**src/rtl/pll_mode_pkg.sv**
```systemverilog
package pll_mode_pkg;

  typedef enum logic [2:0] {
    MODE_RESET    = 3'd0,
    MODE_FREERUN  = 3'd1,
    MODE_ACQUIRE  = 3'd2,
    MODE_LOCKED   = 3'd3,
    MODE_HOLDOVER = 3'd4
  } pll_mode_e;

  // Where a lost input sends the loop.
  function automatic pll_mode_e loss_target(input logic hist_ok);
    return hist_ok ? MODE_HOLDOVER : MODE_FREERUN;
  endfunction

  // Single-step transition rule; input failure outranks a lock report.
  function automatic pll_mode_e next_mode(input pll_mode_e cur,
                                          input logic      sel_ok,
                                          input logic      lock_ind,
                                          input logic      hist_ok);
    pll_mode_e nxt;
    nxt = cur;
    case (cur)
      MODE_RESET:    nxt = MODE_FREERUN;
      MODE_FREERUN:  if (sel_ok) nxt = MODE_ACQUIRE;
      MODE_HOLDOVER: if (sel_ok) nxt = MODE_ACQUIRE;
      MODE_ACQUIRE: begin
        if (!sel_ok)       nxt = loss_target(hist_ok);
        else if (lock_ind) nxt = MODE_LOCKED;
      end
      MODE_LOCKED:   if (!sel_ok) nxt = loss_target(hist_ok);
      default:       nxt = MODE_RESET;
    endcase
    return nxt;
  endfunction

endpackage

```
**src/rtl/pll_input_qual.sv**
```systemverilog
module pll_input_qual #(
  parameter int NUM_INPUTS = 4,
  parameter int SEL_W      = (NUM_INPUTS > 1) ? $clog2(NUM_INPUTS) : 1
) (
  input  logic [NUM_INPUTS-1:0] clk_valid,
  input  logic [SEL_W-1:0]      in_sel,
  output logic                  sel_ok
);
  localparam int PAD_W = 1 << SEL_W;

  logic [PAD_W-1:0] valid_pad;

  // Unpopulated select codes read as an invalid input.
  for (genvar i = 0; i < PAD_W; i++) begin : g_pad
    if (i < NUM_INPUTS) begin : g_real
      assign valid_pad[i] = clk_valid[i];
    end else begin : g_none
      assign valid_pad[i] = 1'b0;
    end
  end

  assign sel_ok = valid_pad[in_sel];
endmodule

```
**src/rtl/pll_mode_fsm.sv**
```systemverilog
module pll_mode_fsm
  import pll_mode_pkg::*;
(
  input  logic      clk,
  input  logic      rst_n,
  input  logic      sel_ok,
  input  logic      phase_locked,
  input  logic      hist_valid,
  output pll_mode_e mode_q
);
  pll_mode_e mode_d;

  always_comb begin
    mode_d = next_mode(mode_q, sel_ok, phase_locked, hist_valid);
  end

  always_ff @(posedge clk or negedge rst_n) begin
    if (!rst_n) mode_q <= MODE_RESET;
    else        mode_q <= mode_d;
  end
endmodule

```
**src/rtl/pll_mode_decode.sv**
```systemverilog
module pll_mode_decode
  import pll_mode_pkg::*;
(
  input  pll_mode_e mode_q,
  input  logic      fastlock_en,
  output logic      bw_fast,
  output logic      lol,
  output logic      hist_capture
);
  logic is_locked;
  logic is_acquire;

  assign is_locked    = (mode_q == MODE_LOCKED);
  assign is_acquire   = (mode_q == MODE_ACQUIRE);
  assign bw_fast      = is_acquire & fastlock_en;
  assign lol          = ~is_locked;
  assign hist_capture = is_locked;
endmodule

```
**src/rtl/pll_mode_ctrl.sv**
```systemverilog
module pll_mode_ctrl
  import pll_mode_pkg::*;
#(
  parameter int NUM_INPUTS = 4,
  parameter int SEL_W      = (NUM_INPUTS > 1) ? $clog2(NUM_INPUTS) : 1
) (
  input  logic                  clk,
  input  logic                  rst_n,
  input  logic [NUM_INPUTS-1:0] clk_valid,
  input  logic [SEL_W-1:0]      in_sel,
  input  logic                  phase_locked,
  input  logic                  hist_valid,
  input  logic                  fastlock_en,
  output logic [2:0]            mode,
  output logic                  bw_fast,
  output logic                  lol,
  output logic                  hist_capture
);
  logic      sel_ok;
  pll_mode_e mode_q;

  pll_input_qual #(.NUM_INPUTS(NUM_INPUTS), .SEL_W(SEL_W)) qual_i (
    .clk_valid (clk_valid),
    .in_sel    (in_sel),
    .sel_ok    (sel_ok)
  );

  pll_mode_fsm fsm_i (
    .clk          (clk),
    .rst_n        (rst_n),
    .sel_ok       (sel_ok),
    .phase_locked (phase_locked),
    .hist_valid   (hist_valid),
    .mode_q       (mode_q)
  );

  pll_mode_decode dec_i (
    .mode_q       (mode_q),
    .fastlock_en  (fastlock_en),
    .bw_fast      (bw_fast),
    .lol          (lol),
    .hist_capture (hist_capture)
  );

  assign mode = mode_q;
endmodule

```
**config.mk**
```make
export PLATFORM = sky130hd
export DESIGN_NAME = pll_mode_ctrl
export DESIGN_NICKNAME = d
export VERILOG_FILES = /design/src/rtl/pll_mode_pkg.sv /design/src/rtl/pll_input_qual.sv /design/src/rtl/pll_mode_fsm.sv /design/src/rtl/pll_mode_decode.sv /design/src/rtl/pll_mode_ctrl.sv
export SDC_FILE = /design/constraint.sdc
export NUM_CORES = 1
export LEC_CHECK = 0
export BUFFER_PORTS_ARGS = -buffer_cell sky130_fd_sc_hd__clkbuf_2
export CORE_AREA = 2 2 39 41
export CTS_CLUSTER_SIZE = 40
export DETAILED_ROUTE_END_ITERATION = 6
export DIE_AREA = 0 0 41 43
export GPL_ROUTABILITY_DRIVEN = 0
export PLACE_DENSITY = 0.43
export SYNTH_ARGS = -nofsm -noshare
export SYNTH_HDL_FRONTEND = slang
export SYNTH_SLANG_ARGS = --single-unit
```
**constraint.sdc**
```tcl
create_clock -name clk -period 1.9 [get_ports clk]
set_clock_uncertainty 0.1 [all_clocks]
set_input_delay 0.38 -clock clk [delete_from_list [all_inputs] [get_ports clk]]
set_output_delay 0.38 -clock clk [all_outputs]
set_load 0.02 [all_outputs]
```
==> results.sh <==
export IMPL_critPathKind="flop to output port"
export IMPL_p_leak_nw=0.198
export IMPL_hold_slack_ns=0.353
export IMPL_ant_nets=0
export IMPL_grt_pass1_vias=256
export IMPL_wl_per_cell_um=9.95
export IMPL_cp_cell_sequence="nor2b_1 -> and2_1 -> inv_1 -> clkbuf_2"
export IMPL_worstPathArrival_ns=1.24
export IMPL_rsz0062_at_grt="no"
export IMPL_p_per_area_nw_per_um2=1200
export IMPL_portBuffers=16
export IMPL_cp_end_kind="output port"
export IMPL_cts_buffers=3
export IMPL_drive_gt1_frac=0.556
export IMPL_drtPass1Iterations=4
export IMPL_cp_slowest_cell="dfrtp_1"
export IMPL_die_x_um=41
export IMPL_ys_top_cells_by_area="dfrtp_1 31%, mux4_2 9.2%, mux2i_1 8.2%, nor2b_1 5.1%, or4bb_1 4.6%"
export IMPL_cap_viol_max_count=0
export IMPL_placed_area_um2=353
export IMPL_setup_viol=0
export IMPL_synth_cell_type_count=18
export IMPL_status="finished clean"
export IMPL_relSlewSlack=0.859
export IMPL_max_stage_delay_ns=0.44
export IMPL_yosys_area_top_type="dfrtp_1"
export IMPL_hold_viol_final=0
export IMPL_cp_max_fo=8
export IMPL_synthTopCellsByCount="3 x dfrtp_1, 2 x mux2i_1, 2 x nor2_1, 2 x nor2b_1"
export IMPL_top_regs="fsm_i.mode_q x3"
export IMPL_synth_top_area_frac=0.306
export IMPL_syn_avg_cell_area_um2=10.7
export IMPL_clock_fmax_ghz=0.580
export IMPL_fin_util=0.281
export IMPL_ys_warn_count=0
export IMPL_cts_resized=0
export IMPL_grt_overflow=0
export IMPL_async_flop_share=1.00
export IMPL_routed_wl_um=607
export IMPL_antenna_found_initial=0
export IMPL_drt_iter0_drc=3
export IMPL_cts_tree="done"
export IMPL_final_area_um2=389
export IMPL_ir_drop_uv=355
export IMPL_die_h_um=43
export IMPL_hold_class="input pin to flop"
export IMPL_pin_count=17
export IMPL_worstMarginPinSlew_ns=0.206
export IMPL_syn_area_um2=245
export IMPL_grt_pass1_wl_um=945
export IMPL_avgViaCountPerCell=4.46
export IMPL_grt_usage=0.0742
export IMPL_holdBufCountCts=1
export IMPL_synth_seq_cells=3
export IMPL_post_route_min_period_ns=1.72
export IMPL_largest_register_ff_count=3
export IMPL_syn_inst=23
export IMPL_grt_max_degree=9
export IMPL_root_buffer="clkbuf_4"
export IMPL_synth_ff_type="dfrtp_1"
export IMPL_hpwl_um=498
export IMPL_rows=14
export IMPL_clkSinkCount=3
export IMPL_htree_levels=1
export IMPL_finalCritPeriodShare=0.907
export IMPL_clockBufferDepth=2
export IMPL_regMostFlops="fsm_i.mode_q"
export IMPL_syn_num_nets=34
export IMPL_num_antenna_cells=0
export IMPL_clk_latency_ns=0.23
export IMPL_vias=272
export IMPL_dieArea_um2=1760
export IMPL_setup_tns_ns=0
export IMPL_clk_pin_slew_worst_paths_ns=0.04
export IMPL_cp_required_ns=1.42
export IMPL_cts_setup_buffers=0
export IMPL_synth_edf_count=0
export IMPL_core_area_um2=1380
export IMPL_setup_worst_path_start_class="flop"
export IMPL_slew_viol_final=0
export IMPL_start_util=0.177
export IMPL_seq_area_frac_synth=0.306
export IMPL_final_nets=57
export IMPL_area_growth_pct=58.7
export IMPL_drcViolationCount=0
export IMPL_synth_most_common_cell="dfrtp_1"
worst paths after layout:
path	startpoint	to	slack [ns]	cells past startpoint
hold / removal	hist_valid	fsm_i.mode_q[2]	0.35	3
max in group asynchronous	rst_n	fsm_i.mode_q[1]	1.21	2
hold reg to reg	fsm_i.mode_q[2]	fsm_i.mode_q[2]	0.54	2
setup reg to reg	fsm_i.mode_q[1]	fsm_i.mode_q[0]	0.35	3
setup / recovery	fsm_i.mode_q[1]	lol	0.18	4
min in group asynchronous	rst_n	fsm_i.mode_q[0]	0.38	2
worst max-delay path: cells and delay by family, from the launching register on:
kind | cells | cell delay, ns
and+or+nand+nor | 2 | 0.38
DFF | 1 | 0.44
buffers and inverters | 2 | 0.18
stage by stage:
stage	instances	power, mW	setup WS [ns]
after global routing	61	0.511	0.0710
after detailed placement	56	0.355	0.186
after CTS	61	0.477	0.165
final	61	0.468	0.177
after floorplan	23	0.263	0.298
after global placement	56	0.358	0.205
logic make-up (layout without fill, tap and decap cells):
kind of cell / count (synthesis) / count (layout) / share of synthesized area
muxes: 3 / 3 / 0.173
DFF: 3 / 3 / 0.306
and+or+nand+nor: 12 / 12 / 0.372
AOI/OAI and AO/OA: 3 / 3 / 0.0970
xor gates and xnor gates: 1 / 1 / 0.0357
buffers and inverters: 1 / 23 / 0.0153
routing by layer:
layer  wire length (um)  track usage  vias to the layer above  part of all wire
met4                  0            0                        0                 0
met3                 83       0.0314                        0              0.14
met1                327        0.106                      115              0.54
met2                196        0.109                       19              0.32
met5                  0            0                        -                 0
li1                   -            -                      138                 -
layout make-up:
cell class,instances,area (um2)
Clock buffer,4,26.3
Fill cell,153,995
Inverter,1,3.75
Multi-Input combinational cell,19,166
Sequential cell,3,75.1
Tap cell,16,20.0
Timing Repair Buffer,18,97.6
report_power, final:
part           switching [mW]  internal [mW]  leakage [nW]
registers              0.0282         0.0859        0.0369
logic                   0.127          0.112         0.146
clock network          0.0363         0.0789        0.0150
total                   0.192          0.276         0.198
cells in the final DEF (no fill, tap or decap), types with 2 or more instances in the layout:
cell type / instances
clkbuf_2: 16
clkbuf_4: 3
dfrtp_1: 3
mux2i_1: 2
nor2_1: 2
nor2b_1: 2
(Power assumes the default switching activity.)
